**src/rtl/fp_trap_pkg.sv**
```systemverilog
package fp_trap_pkg;

    localparam int FLAG_W = 6;
    localparam int CODE_W = 7;

    // Flag vector positions
    localparam int FL_INV = 0;
    localparam int FL_DZE = 1;
    localparam int FL_OVF = 2;
    localparam int FL_UNF = 3;
    localparam int FL_INE = 4;
    localparam int FL_IOV = 5;

    // Summary code positions
    localparam int SC_SWC = 0;
    localparam int SC_INV = 1;
    localparam int SC_INE = 2;
    localparam int SC_UNF = 3;
    localparam int SC_OVF = 4;
    localparam int SC_DZE = 5;
    localparam int SC_IOV = 6;

    typedef logic [FLAG_W-1:0] flags_t;
    typedef logic [CODE_W-1:0] code_t;

    typedef enum logic {
        POL_STRICT = 1'b0,
        POL_SWC    = 1'b1
    } policy_e;

    typedef struct packed {
        logic   fire;
        flags_t record;
        code_t  code;
    } verdict_t;

    function automatic code_t build_code(flags_t f, logic swc);
        code_t c;
        c         = '0;
        c[SC_SWC] = swc;
        c[SC_INV] = f[FL_INV];
        c[SC_INE] = f[FL_INE];
        c[SC_UNF] = f[FL_UNF];
        c[SC_OVF] = f[FL_OVF];
        c[SC_DZE] = f[FL_DZE];
        c[SC_IOV] = f[FL_IOV];
        return c;
    endfunction

endpackage

```
**src/rtl/fp_trap_policy.sv**
```systemverilog
module fp_trap_policy
    import fp_trap_pkg::*;
(
    input  flags_t   flags_i,
    input  flags_t   ignore_i,
    input  flags_t   enable_i,
    input  policy_e  policy_i,
    output verdict_t verdict_o
);

    flags_t surviving;

    always_comb begin
        surviving      = flags_i & ~ignore_i;
        verdict_o.fire = |surviving;
        if (policy_i == POL_SWC) begin
            verdict_o.record = surviving;
            verdict_o.code   = build_code(surviving & enable_i, 1'b1);
        end else begin
            verdict_o.record = flags_i;
            verdict_o.code   = build_code(surviving, 1'b0);
        end
    end

endmodule

```
**src/rtl/fp_sticky_reg.sv**
```systemverilog
module fp_sticky_reg
    import fp_trap_pkg::*;
(
    input  logic   clk,
    input  logic   rst,
    input  logic   acc_en_i,
    input  flags_t acc_bits_i,
    input  logic   wr_en_i,
    input  flags_t wr_data_i,
    output flags_t q_o
);

    flags_t base;
    flags_t add;

    always_comb begin
        base = wr_en_i  ? wr_data_i  : q_o;
        add  = acc_en_i ? acc_bits_i : '0;
    end

    always_ff @(posedge clk) begin
        if (rst) begin
            q_o <= '0;
        end else if (wr_en_i || acc_en_i) begin
            q_o <= base | add;
        end
    end

endmodule

```
**src/rtl/fp_trap_report.sv**
```systemverilog
module fp_trap_report
    import fp_trap_pkg::*;
#(
    parameter int REG_COUNT = 32,
    localparam int IDX_W    = $clog2(REG_COUNT)
) (
    input  logic                 clk,
    input  logic                 rst,
    input  logic                 fire_i,
    input  code_t                code_i,
    input  logic [IDX_W-1:0]     dest_i,
    output logic                 trap_o,
    output code_t                code_o,
    output logic [REG_COUNT-1:0] mask_o
);

    logic [REG_COUNT-1:0] mask_d;

    for (genvar i = 0; i < REG_COUNT; i++) begin : g_dec
        assign mask_d[i] = fire_i && (dest_i == IDX_W'(i));
    end

    always_ff @(posedge clk) begin
        if (rst) begin
            trap_o <= 1'b0;
            code_o <= '0;
            mask_o <= '0;
        end else begin
            trap_o <= fire_i;
            code_o <= fire_i ? code_i : '0;
            mask_o <= mask_d;
        end
    end

endmodule

```
**src/rtl/fp_trap_unit.sv**
```systemverilog
module fp_trap_unit
    import fp_trap_pkg::*;
#(
    parameter int REG_COUNT = 32,
    localparam int IDX_W    = $clog2(REG_COUNT)
) (
    input  logic                 clk,
    input  logic                 rst,
    input  logic                 op_valid_i,
    input  logic [5:0]           op_flags_i,
    input  logic [5:0]           ignore_i,
    input  logic [5:0]           enable_i,
    input  logic                 swc_mode_i,
    input  logic [IDX_W-1:0]     dest_reg_i,
    input  logic                 sw_wr_i,
    input  logic [5:0]           sw_wdata_i,
    output logic [5:0]           sticky_o,
    output logic                 trap_o,
    output logic [6:0]           trap_code_o,
    output logic [REG_COUNT-1:0] trap_regmask_o
);

    verdict_t verdict;
    policy_e  policy;
    logic     fire_gated;
    flags_t   sticky_q;
    code_t    code_q;

    assign policy     = swc_mode_i ? POL_SWC : POL_STRICT;
    assign fire_gated = op_valid_i && verdict.fire;

    fp_trap_policy u_policy (
        .flags_i   (op_flags_i),
        .ignore_i  (ignore_i),
        .enable_i  (enable_i),
        .policy_i  (policy),
        .verdict_o (verdict)
    );

    fp_sticky_reg u_sticky (
        .clk        (clk),
        .rst        (rst),
        .acc_en_i   (op_valid_i),
        .acc_bits_i (verdict.record),
        .wr_en_i    (sw_wr_i),
        .wr_data_i  (sw_wdata_i),
        .q_o        (sticky_q)
    );

    fp_trap_report #(.REG_COUNT(REG_COUNT)) u_report (
        .clk    (clk),
        .rst    (rst),
        .fire_i (fire_gated),
        .code_i (verdict.code),
        .dest_i (dest_reg_i),
        .trap_o (trap_o),
        .code_o (code_q),
        .mask_o (trap_regmask_o)
    );

    assign sticky_o    = sticky_q;
    assign trap_code_o = code_q;

endmodule

```
**config.mk**
```make
export PLATFORM = sky130hd
export DESIGN_NAME = fp_trap_unit
export DESIGN_NICKNAME = d
export VERILOG_FILES = /design/src/rtl/fp_trap_pkg.sv /design/src/rtl/fp_trap_policy.sv /design/src/rtl/fp_sticky_reg.sv /design/src/rtl/fp_trap_report.sv /design/src/rtl/fp_trap_unit.sv
export SDC_FILE = /design/constraint.sdc
export NUM_CORES = 1
export LEC_CHECK = 0
export ABC_AREA = 1
export ABC_CLOCK_PERIOD_IN_PS = 2100
export BUFFER_PORTS_ARGS = -buffer_cell sky130_fd_sc_hd__buf_2
export CAP_MARGIN = 10
export CORE_MARGIN = 2
export CORE_UTILIZATION = 40
export CTS_CLUSTER_DIAMETER = 30
export DETAILED_ROUTE_END_ITERATION = 10
export MAX_ROUTING_LAYER = met4
export PLACE_DENSITY = 0.8
export SETUP_SLACK_MARGIN = 0.5
export SYNTH_ARGS = -nofsm -noshare
export SYNTH_HDL_FRONTEND = slang
export SYNTH_SLANG_ARGS = --single-unit
```
**constraint.sdc**
```tcl
create_clock -name clk -period 2.1 [get_ports clk]
set_clock_uncertainty 0.1 [all_clocks]
set_input_delay 0.42 -clock clk [delete_from_list [all_inputs] [get_ports clk]]
set_output_delay 0.42 -clock clk [all_outputs]
set_load 0.01 [all_outputs]
```
After elaboration in Yosys (flattened, before gate mapping)
Index checks and enable logic that the tools add are counted.
{"block": "op_classes", "add_sub_neg": 0, "n_mul": 0, "div": 0, "magnitude_cmp": 0, "eq_ne": 31, "shifts": 0, "n_mux": 4, "bitwise_logic": 5, "n_reduce_logical": 37}
{"cell": "equality test 5 bit (second input constant)", "n": 16}
{"cell": "equality test 5 x 4 -> 1 bit (second input constant)", "n": 8}
{"cell": "logical AND 1 bit", "n": 33}
{"cell": "equality test 5 x 3 -> 1 bit (second input constant)", "n": 4}
{"cell": "two-way mux 13 bit", "n": 1}
{"cell": "bitwise AND 6 bit", "n": 2}
{"cell": "two-way mux 6 bit", "n": 2}
{"cell": "equality test 5 x 2 -> 1 bit (second input constant)", "n": 2}
{"cell": "NOT 6 bit", "n": 1}
{"cell": "OR 6 bit", "n": 1}
{"cell": "OR reduction 6 bit", "n": 1}
{"cell": "equality test 5 x 1 -> 1 bit (second input constant)", "n": 1}
{"cell": "logical NOT 5 bit", "n": 1}
{"cell": "OR reduction 2 bit", "n": 1}
{"cell": "logical OR 1 bit", "n": 1}
{"cell": "two-way mux 1 bit", "n": 1}
{"cell": "NOT 1 bit", "n": 1}
{"block": "totals", "reg_bits": 46, "latch_bits": 0, "ramBits": 0, "mem_bits_ro": 0, "in_bits": 34, "word_cells": 81, "n_memories": 0}

Longest topological paths before layout
{"block": "logic_depth", "depth_word": 6, "mapped_depth": 8, "mapped_depth_nobuf": 7}

By module
From an unflattened synthesis, not the netlist that was laid out.
{"block": "unflattened", "hier_cells": 210, "hier_area_um2": 1679.1}
{"mod": "fp_trap_report", "n_inst": 1, "cells_per_inst": 123, "area_per_inst_um2": 1159.9}
{"mod": "fp_sticky_reg", "n_inst": 1, "cells_per_inst": 47, "area_per_inst_um2": 286.5}
{"mod": "fp_trap_policy", "n_inst": 1, "cells_per_inst": 38, "area_per_inst_um2": 225.2}
{"mod": "fp_trap_unit", "n_inst": 1, "cells_per_inst": 2, "area_per_inst_um2": 7.5}

Worst setup path after synthesis
OpenSTA, ideal clock, no wires.
{"block": "synth_path", "path_kind": "input to register", "start": "input ignore_i[1]", "end": "register u_report.code_o[0]", "setup_ns": 0.117, "arrival_time_ns": 0.984, "required_time_ns": 1.883, "setup_slack_ns": 0.898, "path_stages": 8, "path_cell_list": "inv_1 nand2_1 nand2_1 nor2_1 nand2_1 nand2_2 buf_8 nor2_2"}
{"block": "synth_via", "elab_chain_cells": 6}
{"element": "from (decl)", "line": "fp_trap_unit.sv:11", "rtl": "input logic [5:0] ignore_i,"}
{"element": "NOT 6 bit", "line": "fp_trap_policy.sv:14", "rtl": "surviving = flags_i & ~ignore_i;"}
{"element": "bitwise AND 6 bit", "line": "fp_trap_policy.sv:14"}
{"element": "OR reduction 6 bit", "line": "fp_trap_policy.sv:15", "rtl": "verdict_o.fire = |surviving;"}
{"element": "logical AND 1 bit", "line": "fp_trap_unit.sv:30", "rtl": "assign fire_gated = op_valid_i && verdict.fire;"}
{"element": "NOT 1 bit (no source line)"}
{"element": "OR reduction 2 bit (no source line)"}
{"element": "to (signal assigned)", "line": "fp_trap_report.sv:30", "rtl": "code_o <= fire_i ? code_i : '0;"}
{"element": "to (decl)", "line": "fp_trap_report.sv:13", "rtl": "output code_t code_o,"}
Every way passes these cells.
A chain may end at the register's enable or synchronous reset.

Worst setup path after layout
{"block": "layout_path", "start": "register u_sticky.q_o[4]", "end": "output sticky_o[4]"}
{"element": "from (decl)", "line": "fp_sticky_reg.sv:10", "rtl": "output flags_t q_o"}
{"element": "from (signal assigned)", "line": "fp_sticky_reg.sv:25", "rtl": "q_o <= base | add;"}
{"element": "to (decl)", "line": "fp_trap_unit.sv:17", "rtl": "output logic [5:0] sticky_o,"}
No word-level cell between the ends.

==> results_dict.tcl <==
set metrics [dict create \
    min_period_ns 1.29 \
    min_period_over_period 0.614 \
    use_met3 0.0439 \
    drt_pass1_iterations 4 \
    drt-total-wl_mm 3.52 \
    crit_type "reg -> out" \
    fill_cells 381 \
    yosysTopAreaCell "dfxtp_1" \
    die_h_um 69.0 \
    rows 23 \
    ys_ff_latch 46 \
    clock_path_buffers 2 \
    synth_enable_flop_cells 0 \
    power_switching_w 0.000384 \
    die-area_um2 4770 \
    cp-start-kind "flop" \
    seqPwrFrac 0.528 \
    fin_util 0.547 \
    hold_buffers 0 \
    crit_required_ns 1.58 \
    setup_violations 0 \
    netlist_instances 206 \
    timing.hold.ws_ns 0.287 \
    yosysSeqAreaShare 0.544 \
    synth_area_leaders "dfxtp_1 54%, nand3_1 8.9%, nor2_1 8.4%" \
    synth_nets 240 \
    maxClockFrequency_ghz 0.776 \
    final_area_um2 2200 \
    start_util 0.420 \
    clkLatencyLatePin_ns 0.28 \
    timing.slew.headroom 0.704 \
    status "finished clean" \
    p_clk_frac 0.369 \
    swShare 0.227 \
    cpPeakStageDelay_ns 0.35 \
    track_usage 0.152 \
    drcViolationCount 0 \
    path_clk_slew_ns 0.08 \
    antenna_found_initial 0 \
    avgRoutedWirePerCell_um 10.5 \
    ir_worst_vdd_v 0.000421 \
    yosysMostFrequentCell "dfxtp_1" \
    viasPerCell 4.65 \
    cpMaxStageDelayCell "dfxtp_1" \
    postPlaceCellArea_um2 2090 \
    core_area_um2 4030 \
    r2r_start "u_sticky.q_o[3]" \
    rrSetupSlack_ns 1.27 \
    ant_nets 0 \
    synth-async-reset-ratio 0 \
    multi_input_area_um2 609 \
    root_buffer "clkbuf_8" \
    syn_to_final_growth_pct 30.3 \
    postCtsSetupBuffers 0 \
    htreeDepth 2 \
    cp_num_buf_inv 1 \
    min_delay_path_depth 3 \
    first_global_vias 1329 \
    r2r_end "u_sticky.q_o[3]" \
    grt_max_degree 41 \
    holdCritStartpoint "enable_i[5]" \
    p_int_w 0.00131 \
    powerDensity_nw_per_um2 768 \
    avgSynthCellArea_um2 8.21 \
    comb_power_share 0.102 \
    ys_top_cells_by_count "46 x dfxtp_1, 38 x nor2_1, 30 x nand3_1, 26 x nand2_1, 21 x inv_1" \
    yosys_warnings 0 \
    synth_top_area_share 0.544 \
    finish.net_count 319 \
    port_buffers 79 \
    grt_use_met1 0.181 \
    cts_resized 0 \
    drv_slew 0 \
    synth_area_um2 1690 \
    grt_pass1_wl_mm 5.87 \
    grt_busiest_layer "met2" \
    grt-ovfl-total 0 \
    hpwlAfterDp_mm 2.73 \
    tightest_slew_ns 0.443 \
    cts_tree "built" \
    whs_endpoint "u_report.code_o[6]" \
    cap_violations 0 \
    use_met2 0.254 \
    rsz0062_at_grt "no" \
    cts_made_buffers 5 \
    drt_iter0_drc 185 \
    crit_chain "buf_2" \
    synth.distinct_cells 14 \
    rr_worst_depth 4 \
    die_w_um 69.0 \
    min_path_type "in -> reg" \
    layout-drive-gt1-share 0.371 \
    place.gp.congestion 0.819 \
    final.setup.tns_ns 0 \
    critical_path.max_fanout 2 \
    total_leakage_power_nw 1.10 \
    diodes 0 \
    seq_area_um2 921 \
    cp.arrival_ns 0.77 \
    boundaryPins 80 \
    hold_viol 0 \
    num_vias 1561 \
    end_kind "output pin" \
    crit_family "flip-flops" \
    cts_sinks 46 \
    synthFlopType "dfxtp_1" \
]
==> through the flow <==
stage | total power [W] | instances | setup slack [ns]
2_1_floorplan | 0.00102 | 206 | 0.898
3_3_place_gp | 0.00109 | 328 | 0.676
3_5_place_dp | 0.00109 | 328 | 0.654
4_1_cts | 0.00172 | 336 | 0.800
5_1_grt | 0.00178 | 336 | 0.762
6_report | 0.00169 | 336 | 0.811
==> layer usage <==
layer,vias to the layer above,share of wire
met5,-,0
met4,0,0
met3,0,0.096
met2,88,0.49
met1,672,0.41
li1,801,-
==> worst max path at each step <==
stage                          from             endpoint  slack, ns  cells past startpoint
global route        u_sticky.q_o[1]          sticky_o[1]       0.76                      1
finish              u_sticky.q_o[4]          sticky_o[4]       0.81                      1
global placement        ignore_i[0]   u_report.mask_o[0]       0.68                      9
detailed placement      ignore_i[0]  u_report.mask_o[19]       0.65                      9
floorplan               ignore_i[1]   u_report.code_o[0]       0.90                      8
CTS                 u_sticky.q_o[1]          sticky_o[1]       0.80                      1
==> layout by cell type (no fill, tap or decap), types with 2 or more instances in the layout <==
cell,synthesis,final
inv_2,2,2
o21bai_1,6,6
nor2_2,16,16
o21ai_0,6,6
nand3_1,30,30
nor2_1,38,38
buf_2,3,79
clkbuf_8,0,5
dfxtp_1,46,46
inv_1,21,21
a31oi_1,6,6
nand2_1,26,26
==> power by group through the flow <==
stage	Clock, W	Combinational, W	Sequential [W]
after floorplan	0	0.0000993	0.000924
after global placement	0	0.000171	0.000915
after detailed placement	0	0.000174	0.000915
after CTS	0.000651	0.000174	0.000895
after global routing	0.000687	0.000196	0.000896
final	0.000626	0.000173	0.000895
==> sequential cells by signal, indices dropped and copies added, names as in the netlist <==
register and count:
u_report.code_o 7, u_sticky.q_o 6, u_report.trap_o 1, u_report.mask_o 32
==> kinds of logic after synthesis <==
logic type	share of synthesized area
AO/OA/AOI/OAI	0.0666
AND/OR/NAND/NOR	0.294
flip-flops	0.544
buffers and inverters	0.0954
==> cell type report <==
class	instances	share of cell area
sequential	46	0.418
multi-input combinational	129	0.276
timing repair buffer	80	0.188
inverter	23	0.0392
clock buffer	6	0.0329
tap	50	0.0284
clock inverter	2	0.0170
(Power assumes the default switching activity.)
